--- config.mk ---
export PLATFORM = sky130hd
export DESIGN_NAME = mic_pwr_seq
export DESIGN_NICKNAME = d
export VERILOG_FILES = /design/src/rtl/mic_pwr_pkg.sv /design/src/rtl/mic_sync.sv /design/src/rtl/mic_sck_mon.sv /design/src/rtl/mic_wake_ctr.sv /design/src/rtl/mic_pwr_seq.sv
export SDC_FILE = /design/constraint.sdc
export NUM_CORES = 1
export LEC_CHECK = 0
export BUFFER_PORTS_ARGS = -buffer_cell sky130_fd_sc_hd__buf_2
export CORE_UTILIZATION = 61
export CTS_CLUSTER_DIAMETER = 30
export DETAILED_ROUTE_END_ITERATION = 8
export PLACE_DENSITY = 0.79
export SLEW_MARGIN = 40
export SYNTH_ARGS = -nofsm -noshare
export SYNTH_HDL_FRONTEND = slang
export SYNTH_HIERARCHICAL = 1
export SYNTH_SLANG_ARGS = --single-unit
export TNS_END_PERCENT = 5
--- constraint.sdc ---
create_clock -name clk -period 3.3 [get_ports clk]
set_input_delay 0.825 -clock clk [delete_from_list [all_inputs] [get_ports clk]]
set_output_delay 0.825 -clock clk [all_outputs]
set_load 0.01 [all_outputs]
--- src/rtl/mic_pwr_pkg.sv ---
package mic_pwr_pkg;

   // Mode encoding is visible at the top ports.
   typedef enum logic [1:0] {
      ST_PD     = 2'b00,
      ST_STBY   = 2'b01,
      ST_WAKE   = 2'b10,
      ST_NORMAL = 2'b11
   } pwr_state_e;

   function automatic int max3(input int a, input int b, input int c);
      int m;
      m = (a > b) ? a : b;
      return (m > c) ? m : c;
   endfunction

endpackage

--- src/rtl/mic_sync.sv ---
module mic_sync #(
   parameter int   STAGES  = 2,
   parameter logic RST_VAL = 1'b0
) (
   input  logic clk,
   input  logic rst_n,
   input  logic d_i,
   output logic q_o
);

   if (STAGES < 2) begin : g_bad_stages
      $error("mic_sync: STAGES must be at least 2");
   end

   logic [STAGES-1:0] ff_q;

   for (genvar i = 0; i < STAGES; i++) begin : g_stage
      if (i == 0) begin : g_first
         always_ff @(posedge clk or negedge rst_n) begin
            if (!rst_n) ff_q[i] <= RST_VAL;
            else        ff_q[i] <= d_i;
         end
      end else begin : g_rest
         always_ff @(posedge clk or negedge rst_n) begin
            if (!rst_n) ff_q[i] <= RST_VAL;
            else        ff_q[i] <= ff_q[i-1];
         end
      end
   end

   assign q_o = ff_q[STAGES-1];

endmodule

--- src/rtl/mic_sck_mon.sv ---
module mic_sck_mon #(
   parameter int IDLE_LIM    = 16,
   parameter int SYNC_STAGES = 2
) (
   input  logic clk,
   input  logic rst_n,
   input  logic sck_i,
   output logic rise_o,
   output logic active_o
);

   localparam int IW = $clog2(IDLE_LIM + 1);
   localparam logic [IW-1:0] LIM = IW'(IDLE_LIM);

   if (IDLE_LIM < 4) begin : g_bad_idle
      $error("mic_sck_mon: IDLE_LIM must be at least 4");
   end

   logic          sck_s;
   logic          sck_prev_q;
   logic [IW-1:0] idle_q;

   mic_sync #(.STAGES(SYNC_STAGES), .RST_VAL(1'b0)) u_sync (
      .clk   (clk),
      .rst_n (rst_n),
      .d_i   (sck_i),
      .q_o   (sck_s)
   );

   always_ff @(posedge clk or negedge rst_n) begin
      if (!rst_n) sck_prev_q <= 1'b0;
      else        sck_prev_q <= sck_s;
   end

   assign rise_o = sck_s & ~sck_prev_q;

   // Idle counter saturates at the limit; reset leaves SCK counted as stopped.
   always_ff @(posedge clk or negedge rst_n) begin
      if (!rst_n)            idle_q <= LIM;
      else if (rise_o)       idle_q <= '0;
      else if (idle_q < LIM) idle_q <= idle_q + 1'b1;
   end

   assign active_o = (idle_q != LIM);

   a_r3_rise_wakes_active: assert property (@(posedge clk) disable iff (!rst_n)
      rise_o |=> active_o);

   a_r3_idle_saturates: assert property (@(posedge clk) disable iff (!rst_n)
      (!active_o && !rise_o) |=> !active_o);

endmodule

--- src/rtl/mic_wake_ctr.sv ---
module mic_wake_ctr #(
   parameter int CW      = 18,
   parameter int RST_LEN = 1
) (
   input  logic          clk,
   input  logic          rst_n,
   input  logic          ld_i,
   input  logic [CW-1:0] len_i,
   input  logic          tick_i,
   output logic          done_o
);

   if (RST_LEN < 1) begin : g_bad_len
      $error("mic_wake_ctr: RST_LEN must be at least 1");
   end

   logic [CW-1:0] cnt_q;

   // Load wins over a tick in the same cycle.
   always_ff @(posedge clk or negedge rst_n) begin
      if (!rst_n)                     cnt_q <= CW'(RST_LEN);
      else if (ld_i)                  cnt_q <= len_i;
      else if (tick_i && cnt_q != '0) cnt_q <= cnt_q - 1'b1;
   end

   assign done_o = (cnt_q == '0);

   a_r2_no_underflow: assert property (@(posedge clk) disable iff (!rst_n)
      (!ld_i && cnt_q == '0) |=> cnt_q == '0);

   a_r2_one_per_edge: assert property (@(posedge clk) disable iff (!rst_n)
      (!ld_i && tick_i && cnt_q != '0) |=> cnt_q == $past(cnt_q) - 1'b1);

   a_r6_load_takes: assert property (@(posedge clk) disable iff (!rst_n)
      ld_i |=> cnt_q == $past(len_i));

endmodule

--- src/rtl/mic_pwr_seq.sv ---
module mic_pwr_seq
   import mic_pwr_pkg::*;
#(
   parameter int BOOT_EDGES  = 2**18,
   parameter int STBY_EDGES  = 2**14,
   parameter int PD_EDGES    = 2**17,
   parameter int IDLE_LIM    = 64,
   parameter int SYNC_STAGES = 2
) (
   input  logic       clk,
   input  logic       rst_n,
   input  logic       sck_i,
   input  logic       en_i,
   output logic [1:0] mode_o,
   output logic       tx_valid_o
);

   localparam int MAX_EDGES = max3(BOOT_EDGES, STBY_EDGES, PD_EDGES);
   localparam int CW        = $clog2(MAX_EDGES + 1);

   if (BOOT_EDGES < 1 || STBY_EDGES < 1 || PD_EDGES < 1) begin : g_bad_edges
      $error("mic_pwr_seq: wake-up edge counts must be at least 1");
   end

   logic          en_s;
   logic          sck_rise;
   logic          sck_active;
   logic          wake_done;
   logic          wake_ld;
   logic [CW-1:0] wake_len;
   pwr_state_e    state_q, state_d;
   logic          valid_q;

   // Enable assumed high across reset, so boot is not taken as power-down.
   mic_sync #(.STAGES(SYNC_STAGES), .RST_VAL(1'b1)) u_en_sync (
      .clk   (clk),
      .rst_n (rst_n),
      .d_i   (en_i),
      .q_o   (en_s)
   );

   mic_sck_mon #(.IDLE_LIM(IDLE_LIM), .SYNC_STAGES(SYNC_STAGES)) u_sck_mon (
      .clk      (clk),
      .rst_n    (rst_n),
      .sck_i    (sck_i),
      .rise_o   (sck_rise),
      .active_o (sck_active)
   );

   mic_wake_ctr #(.CW(CW), .RST_LEN(BOOT_EDGES)) u_wake (
      .clk    (clk),
      .rst_n  (rst_n),
      .ld_i   (wake_ld),
      .len_i  (wake_len),
      .tick_i (sck_rise),
      .done_o (wake_done)
   );

   always_comb begin
      state_d  = state_q;
      wake_ld  = 1'b0;
      wake_len = '0;
      unique case (state_q)
         ST_WAKE: begin
            if (!en_s)          state_d = ST_PD;
            else if (wake_done) state_d = ST_NORMAL;
         end
         ST_NORMAL: begin
            if (!en_s)            state_d = ST_PD;
            else if (!sck_active) state_d = ST_STBY;
         end
         ST_STBY: begin
            if (!en_s) begin
               state_d = ST_PD;
            end else if (sck_active) begin
               state_d  = ST_WAKE;
               wake_ld  = 1'b1;
               wake_len = CW'(STBY_EDGES);
            end
         end
         ST_PD: begin
            if (en_s) begin
               state_d  = ST_WAKE;
               wake_ld  = 1'b1;
               wake_len = CW'(PD_EDGES);
            end
         end
         default: state_d = ST_PD;
      endcase
   end

   always_ff @(posedge clk or negedge rst_n) begin
      if (!rst_n) begin
         state_q <= ST_WAKE;
         valid_q <= 1'b0;
      end else begin
         state_q <= state_d;
         valid_q <= (state_d == ST_NORMAL);
      end
   end

   assign mode_o     = state_q;
   assign tx_valid_o = valid_q;

   a_r10_valid_iff_normal: assert property (@(posedge clk) disable iff (!rst_n)
      tx_valid_o == (state_q == ST_NORMAL));

   a_r5_enable_low_powers_down: assert property (@(posedge clk) disable iff (!rst_n)
      !en_s |=> state_q == ST_PD);

   a_r7_standby_from_normal: assert property (@(posedge clk) disable iff (!rst_n)
      (state_q == ST_STBY && $past(state_q) != ST_STBY) |-> $past(state_q) == ST_NORMAL);

   a_r6_normal_after_count: assert property (@(posedge clk) disable iff (!rst_n)
      (state_q == ST_NORMAL && $past(state_q) == ST_WAKE) |-> $past(wake_done));

   a_r9_no_pd_to_standby: assert property (@(posedge clk) disable iff (!rst_n)
      (state_q == ST_PD) |=> state_q != ST_STBY);

endmodule

# [After elaboration in Yosys (flattened, before gate mapping)]
# Index checks and enable logic that the tools add are counted.
# W data, S select, Z words.
[totals] regBits=34
[op_classes] reduce_logical=6 eq_ne=5 bitwise=2 add_sub_neg=2 order_cmp=1 muxes=20
[op_table] operator="$mux W19" n=2
[op_table] operator="$pmux W18 S2" n=1
[op_table] operator="$mux W15" n=2
[op_table] operator="$logic_not A19 Y1" n=1
[op_table] operator="$reduce_bool A19 Y1" n=1
[op_table] operator="$sub A19 B1 Y19 const B" n=1
[op_table] operator="$mux W18" n=1
[op_table] operator="$mux W2" n=7
[op_table] operator="$mux W7" n=2
[op_table] operator="$pmux W2 S4" n=1
[op_table] operator="$add A7 B1 Y7 const B" n=1
[op_table] operator="$lt A7 B7 Y1 const B" n=1
[op_table] operator="$ne A7 B7 Y1 const B" n=1
[op_table] operator="$eq A2 B2 Y1 const B" n=3
[op_table] operator="$reduce_bool A2 Y1" n=2
[op_table] operator="$mux W1" n=3
[op_table] operator="$eq A2 B1 Y1 const B" n=1
[op_table] operator="$logic_not A2 Y1" n=1
[op_table] operator="$pmux W1 S2" n=1
[op_table] operator="$and A1 B1 Y1" n=1
[op_table] operator="$logic_and A1 B1 Y1" n=1
[op_table] operator="$not A1 Y1" n=1

# [Logic depth before layout (Yosys ltp)]
# Gate-level depths: netlist (run 1).
[depth] word_depth=5 mapped_depth=10 depth_no_buf=9

# [By module]
# The synthesis (run 1) kept the hierarchy.
[by_module_without_submodules] mod="mic_wake_ctr" cells_per_inst=146 area_each_um2=1239.9 n_inst=1
[by_module_without_submodules] mod="mic_sck_mon" cells_per_inst=37 area_each_um2=405.4 n_inst=1
[by_module_without_submodules] mod="mic_pwr_seq" cells_per_inst=16 area_each_um2=143.9 n_inst=1
[by_module_without_submodules] mod="mic_sync (u_en_sync)" cells_per_inst=2 area_each_um2=52.6 n_inst=1
[by_module_without_submodules] mod="mic_sync (u_sck_mon.u_sync)" cells_per_inst=2 area_each_um2=50.0 n_inst=1

# [Worst setup path after synthesis (run 1)]
# No wires, ideal clock.
[synth_path] kind="register to register" startpoint="register u_sck_mon.sck_prev_q" endpoint="register u_wake.cnt_q[9]" arrival_ps=2188 path_slack_ps=1030 path_stages_with_launch=8 synth_period_minus_slack_ps=2270 n_path_buf=2 cell_sequence="dfrtp_1 nor2b_1 clkbuf_1 buf_2 nor4b_2 nand3_1 or4_2 a31oi_1"
[synth_via] elab_chain_len=4
[synth_lines] item="start, declared" line_no="mic_sck_mon.sv:20" rtl="logic sck_prev_q;"
[synth_lines] item="start signal, assigned" line_no="mic_sck_mon.sv:32" rtl="else sck_prev_q <= sck_s;"
[synth_lines] item="$not A1 Y1" line_no="mic_sck_mon.sv:35" rtl="assign rise_o = sck_s & ~sck_prev_q;"
[synth_lines] item="$and A1 B1 Y1" line_no="mic_sck_mon.sv:35"
[synth_lines] item="net sck_rise" line_no="mic_pwr_seq.sv:26" rtl="logic sck_rise;"
[synth_lines] item="$logic_and A1 B1 Y1" line_no="mic_wake_ctr.sv:23" rtl="else if (tick_i && cnt_q != '0) cnt_q <= cnt_q - 1'b1;"
[synth_lines] item="$reduce_bool A2 Y1 (no line)"
[synth_lines] item="end signal, assigned" line_no="mic_wake_ctr.sv:21" rtl="if (!rst_n) cnt_q <= CW'(RST_LEN);"
[synth_lines] item="end signal, assigned" line_no="mic_wake_ctr.sv:22" rtl="else if (ld_i) cnt_q <= len_i;"
[synth_lines] item="end signal, assigned" line_no="mic_wake_ctr.sv:23"
[synth_lines] item="end, declared" line_no="mic_wake_ctr.sv:17" rtl="logic [CW-1:0] cnt_q;"
# The timed path passes the listed nets, and every way through them passes these cells.
# A chain may end at the register's enable or synchronous reset.

# [Worst setup path in the final report (run 1)]
# Same ends and word-level chain as after synthesis.

==> flow_summary.toml, run 1 <==
[cts]
cts.htree.levels = 2
cts_tree = "yes"
clk_pin_slew_ns = 0.10
insertion_delay_ns = 0.35
clockBufferDepth = 2
cts_buffers = 5
root_buffer = "clkbuf_4"
postCtsSetupBuffers = 0
ctsHoldBuffers = 0
cts-resized-gates = 0
cts.sinks = 34

[timing]
slew_viol_final = 0
finalSetupTns_ns = 0
final.period_utilization_pct = 72.79
period_needed_ns = 2.402
finalSetupViolations = 0
max_freq_ghz = 0.4163
hold_viol = 0
setup_ws_ns = 0.8979
tightest_slew_ns = 0.7415
clock_skew_ns = 0.02448
rsz0062_at_grt = "no"
slew_headroom_pct = 50.19

[global_route]
grt_pass1_wl_mm = 6.561
grtUsageMet3_pct = 8.482
busiest_layer = "met2"
grt_max_degree = 35
grt_pass1_vias = 1474
met2_usage_pct = 40.70
antenna_found_initial = 0
grt_usage_pct = 26.42
grt_overflow = 0
gr-usage-met1_pct = 35.17

[die]
die_area_um2 = 3328
core.rowCount = 19
coreArea_um2 = 2853
dieHeight_um = 57.69
start_util_pct = 66.32
io_pins = 7
die_x_um = 57.69

[placed_design]
dp_cells = 251
io_buffers = 6
placed_area_um2 = 2003
gp_congestion = 0.8193
detailed_place_hpwl_mm = 2.697
place_ws_ns = 0.8293

[drt]
viasPerCell = 6.440
ant_nets = 0
drc = 0
num_vias = 1668
wl_per_cell_um = 15.14
drt_pre_antenna_iters = 4
drt_iter0_markers = 91
wirelength_mm = 3.920

[worst_setup_path]
critPathSlowestCell = "or4_2"
worstSetupEndpointType = "register"
r2r_setup_slack_ns = 0.90
cp.arrival_ns = 2.66
timing.rr.start = "u_sck_mon/sck_prev_q"
startpoint_type = "register"
worstReg2RegEnd = "u_wake/cnt_q[9]"
critical-path-max-stage-delay_ns = 0.70
path_cells = "nor2b_1, buf_4, nor4b_2, nand3_1, or4_2, a31oi_1"
critPathKind = "register to register"
rr_worst_depth = 6
cp_max_fo = 17
crit_required_ns = 3.55

[logic_synthesis]
async_flop_share_pct = 100.0
ys_ff_latch = 34
synth_edf_count = 0
yosysWarnings = 6
dominantRegCellSynth = "dfrtp_1"
synthCells = 203
syn-cell-area_um2 = 1892
ys_types = 49
seq_area_frac_synth_pct = 45.30
synth_area_per_cell_um2 = 9.319

[min_path]
hold-path-endpoint = "u_en_sync/q_o"
worstHoldPathType = "register to register"
worstHoldStart = "u_en_sync/ff_q[0]"
min_path_cells = 0

[cells_and_area]
synthToLayoutAreaGrowth_pct = 9.061
n_antenna_cell = 0
post-route-cell-area_um2 = 2063
fill_cells = 227
final_nets = 234
final_cells = 259
final_layout_size_suffix_gt1_share_pct = 13.16

[power_and_ir_drop]
p_leak_nw = 0.8403
vdd_drop_max_uv = 288.8
power.density_nw_per_um2 = 449.7

[run_status]
outcome = "complete, no violations"

[job]
drv_cap = 0
[worst max-delay path by stage]
stage	from	to	slack [ns]	cells after the start
after floorplan	u_sck_mon/sck_prev_q	u_wake/cnt_q[9]	1.03	7
after global placement	u_wake/cnt_q[0]	u_wake/cnt_q[9]	0.91	6
after detailed placement	u_wake/cnt_q[0]	u_wake/cnt_q[9]	0.83	6
after CTS	u_wake/cnt_q[0]	u_wake/cnt_q[9]	0.78	6
after global routing	u_sck_mon/u_sync/q_o	u_wake/cnt_q[9]	0.77	6
final	u_sck_mon/sck_prev_q	u_wake/cnt_q[9]	0.90	6
[cell families after synthesis]
family | synth area share (%)
AO/OA/AOI/OAI | 16.20
XOR/XNOR | 1.852
adder cells (fa/ha/maj) | 1.984
buffers and inverters | 3.306
flip-flops | 45.30
multiplexers | 0.5291
other | 0.1982
AND/OR/NAND/NOR | 30.62
[layer usage]
layer	vias to the layer above	share of wire, %
li1	791	-
met1	812	45
met2	54	48
met3	11	4.8
met4	0	1.7
met5	-	0
[layout by cell type (no fill, tap or decap), types with 3 or more instances in the layout]
| master | instances |
|---|---|
| o41ai_1 | 4 |
| buf_4 | 4 |
| nor3_1 | 4 |
| a31oi_1 | 13 |
| xor2_1 | 3 |
| nand4_1 | 4 |
| nor2b_1 | 3 |
| or4_1 | 5 |
| nand4b_1 | 3 |
| buf_2 | 5 |
| nand3_1 | 9 |
| o21ai_0 | 6 |
| clkbuf_4 | 5 |
| or3_1 | 5 |
| inv_1 | 5 |
| o31ai_1 | 7 |
| nand2b_1 | 6 |
| nand2_1 | 14 |
| nor4_1 | 4 |
| a21oi_1 | 3 |
| conb_1 | 17 |
| ha_1 | 3 |
| nor2_1 | 27 |
| dfrtp_1 | 29 |
| and2_1 | 4 |
| dfstp_2 | 5 |
[power by group]
part | internal [mW] | switching (mW)
registers | 0.472 | 0.0764
logic | 0.0749 | 0.0861
clock network | 0.0811 | 0.138
[metrics by stage]
step	total power, mW	utilization, %	hold slack [ns]
after CTS	0.9308	72.02	0.3627
after floorplan	0.6606	-	0.3312
after detailed placement	0.7118	70.22	0.3487
after global routing	0.9799	72.32	0.3690
final	0.9278	72.32	0.3619
after global placement	0.7004	70.22	0.3452
[state kept, by name (all words and copies together), names as in the netlist]
register and count:
u_sck_mon/u_sync/ff_q 1, u_sck_mon/idle_q 7, tx_valid_o 1, u_sck_mon/sck_prev_q 1, u_en_sync/q_o 1, u_sck_mon/u_sync/q_o 1
mode_o 2, u_en_sync/ff_q 1, u_wake/cnt_q 19
[critical path: cells and delay by family (launching register included)]
| kind | cells | cell delay [ns] |
|---|---|---|
| buffers and inverters | 1 | 0.22 |
| AO/OA/AOI/OAI | 1 | 0.18 |
| AND/OR/NAND/NOR | 4 | 1.56 |
| flip-flops | 1 | 0.37 |
[final cells by class]
class / count / area, µm² / share of cell area (%)
inverter: 6 / 22.52 / 1.092
sequential: 34 / 857.1 / 41.54
timing repair buffer: 9 / 55.05 / 2.668
clock inverter: 2 / 10.01 / 0.4851
multi-input combinational: 171 / 1039 / 50.33
tap: 31 / 38.79 / 1.880
clock buffer: 6 / 41.29 / 2.001
[cells in the mapped netlist (all sizes together), types with 2 or more instances]
library cell / instances / area [µm²]
a21oi: 3 / 15.01
nor4b: 3 / 38.79
dfstp: 5 / 131.4
xor2: 3 / 26.28
or3: 8 / 57.55
nor2b: 3 / 18.77
and3: 2 / 12.51
ha: 3 / 37.54
a31oi: 13 / 81.33
nand2b: 6 / 37.54
o31a: 2 / 17.52
nor4: 5 / 31.28
o31ai: 7 / 52.55
clkbuf: 6 / 23.77
o41ai: 4 / 35.03
nor2: 27 / 101.4
nor3: 4 / 20.02
nand4: 4 / 25.02
o21ai: 8 / 40.04
nand3: 9 / 45.04
and2: 4 / 25.02
dfrtp: 29 / 725.7
or4: 6 / 46.30
nand4b: 4 / 50.05
buf: 2 / 16.26
inv: 5 / 18.77
nand2: 14 / 52.55
Power figures use the tool's default switching activity.
==> run 2, diff against run 1 <==
--- a/config.mk
+++ b/config.mk
@@ -6,10 +6,10 @@
 export NUM_CORES = 1
 export LEC_CHECK = 0
 export BUFFER_PORTS_ARGS = -buffer_cell sky130_fd_sc_hd__buf_2
-export CORE_UTILIZATION = 61
+export CORE_UTILIZATION = 55
 export CTS_CLUSTER_DIAMETER = 30
 export DETAILED_ROUTE_END_ITERATION = 8
-export PLACE_DENSITY = 0.79
+export PLACE_DENSITY = 0.75
 export SLEW_MARGIN = 40
 export SYNTH_ARGS = -nofsm -noshare
 export SYNTH_HDL_FRONTEND = slang
==> constraint.sdc (replaced) <==
create_clock -name clk -period 2 [get_ports clk]
set_input_delay 0.5 -clock clk [delete_from_list [all_inputs] [get_ports clk]]
set_output_delay 0.5 -clock clk [all_outputs]
set_load 0.01 [all_outputs]
==> flow_summary.toml, run 2 (synthesis results as in run 1) <==
[timing]
max_freq_ghz = 0.4852
final.period_utilization_pct = 103.0
setup_ws_ns = -0.06091
period_needed_ns = 2.061
finalSetupTns_ns = -0.08746
hold_viol = 0
clock_skew_ns = 0.01263
rsz0062_at_grt = "yes"
finalSetupViolations = 2
slew_viol_final = 0

[cells_and_area]
final_layout_size_suffix_gt1_share_pct = 35.19
final_cells = 314
top_register = "u_wake/cnt_q"
seqCellArea_um2 = 858.3
fill_cells = 207
multi_input_area_um2 = 1144
final_common_cell = "buf_4"
final_nets = 276
synthToLayoutAreaGrowth_pct = 33.27
layout.cells.most_common_list = "buf_4, dfrtp_1, nor2_1, conb_1, nand2_1"
n_antenna_cell = 0
largest_register_ffs = 19

[worst_setup_path]
path_cells = "or4_4, or3_4, or4_4, a31oi_1"
worstSetupEndpointType = "register"
startpoint_type = "register"
cp.arrival_ns = 2.34
critical-path-max-stage-delay_ns = 0.57
critPathKind = "register to register"
cp_max_fo = 3
crit_required_ns = 2.27
rr_worst_depth = 4
critPathSlowestCell = "or4_4"
cp_common_cell = "or4_4"

[cts]
cts_tree = "yes"
clockBufferDepth = 2
insertion_delay_ns = 0.34
root_buffer = "clkbuf_4"
cts.sinks = 34
cts_buffers = 5
clk_pin_slew_ns = 0.11
cts.htree.levels = 2

[die]
coreArea_um2 = 3153
die_x_um = 60.65
dieHeight_um = 60.65
start_util_pct = 60.00
core.rowCount = 20
io_pins = 7
die_area_um2 = 3678

[drt]
drc = 0
wl_met2_mm = 2.466
viasPerCell = 5.908
drt_pre_antenna_iters = 5
drt_iter0_markers = 131
wl_per_cell_um = 15.83
num_vias = 1855
met1_length_mm = 2.144
wirelength_mm = 4.970
highest_layer = "met4"
met3_wirelength_um = 305
ant_nets = 0

[power_and_ir_drop]
power.density_nw_per_um2 = 694.4
vdd_drop_max_uv = 469.4
internal_power_mw = 1.179
p_switching_uw = 571.8
pwr-share-comb_pct = 27.7
p_total_mw = 1.751
p_seq_share_pct = 49.0
sw_frac_of_total_pct = 32.66
power_frac_clock_pct = 23.3
p_leak_nw = 1.089

[placed_design]
gp_congestion = 0.9066
io_buffers = 6
dp_cells = 299
detailed_place_hpwl_mm = 3.374

[min_path]
worstHoldPathType = "primary input to async pin"

[run_status]
outcome = "finished, violations left"
violations = "setup timing"

[global_route]
grt_pass1_vias = 1790
grt_overflow = 0
grt_pass1_wl_mm = 8.086
grt_usage_pct = 30.23
grt_max_degree = 35
antenna_found_initial = 0

[job]
drv_cap = 0
==> run 2: per-layer routing <==
layer  GRT usage (%)  up-vias
met1           38.72      913
met5               0        -
li1                -      873
met2           49.29       62
met4           12.34        0
met3           7.249        7
==> run 2: final timing paths <==
path                                                from              endpoint  slack, ns
worst max-delay path                    u_wake/cnt_q[11]      u_wake/cnt_q[14]      -0.06
worst min-delay path                               rst_n      u_wake/cnt_q[17]       0.08
worst max register to register          u_wake/cnt_q[11]      u_wake/cnt_q[14]      -0.06
worst min register to register  u_sck_mon/u_sync/ff_q[0]  u_sck_mon/u_sync/q_o       0.36
max in group asynchronous                          rst_n         u_en_sync/q_o       1.59
min in group clk                                    en_i     u_en_sync/ff_q[0]       0.25
==> run 2: layout make-up <==
class                   instances  area share (%)
clock buffers                   6           2.035
clock inverters                 2          0.4963
inverters                       6          0.8933
multi-input cells             171           45.36
flip-flops and latches         34           34.04
well taps                      44           2.184
repair buffers                 51           14.99
==> run 2: power groups by stage <==
stage	clock network, mW	logic [mW]	registers (mW)
6_report	0.408	0.484	0.858
5_1_grt	0.447	0.533	0.868
4_1_cts	0.418	0.444	0.856
3_5_place_dp	0	0.432	0.863
3_3_place_gp	0	0.408	0.858
2_1_floorplan	0	0.209	0.889
==> run 2: timing repair <==
item	CTS	global route
pin swaps	7	12
hold endpoints to repair	0	0
gates resized for setup	8	20
setup buffers	3	4
endpoints found under the setup margin	12	21
hold buffers	0	0
==> run 2: metrics by stage <==
stage | hold slack (ns) | util (%) | cell area (µm²) | setup WS (ns)
global route | 0.1049 | 79.96 | 2521 | -0.08743
floorplan | 0.2044 | - | 1982 | -0.1100
global placement | 0.3359 | 73.02 | 2302 | -0.01643
CTS | 0.2259 | 76.63 | 2416 | -0.04539
detailed placement | 0.3347 | 73.02 | 2302 | -0.1273
finish | 0.07823 | 79.96 | 2521 | -0.06091
==> run 2: worst max-delay path, delay by kind of cell, from the launching register on <==
family           cells  cell delay (ns)
AND/OR/NAND/NOR      3             1.45
flip-flops           1             0.40
AO/OA/AOI/OAI        1             0.14
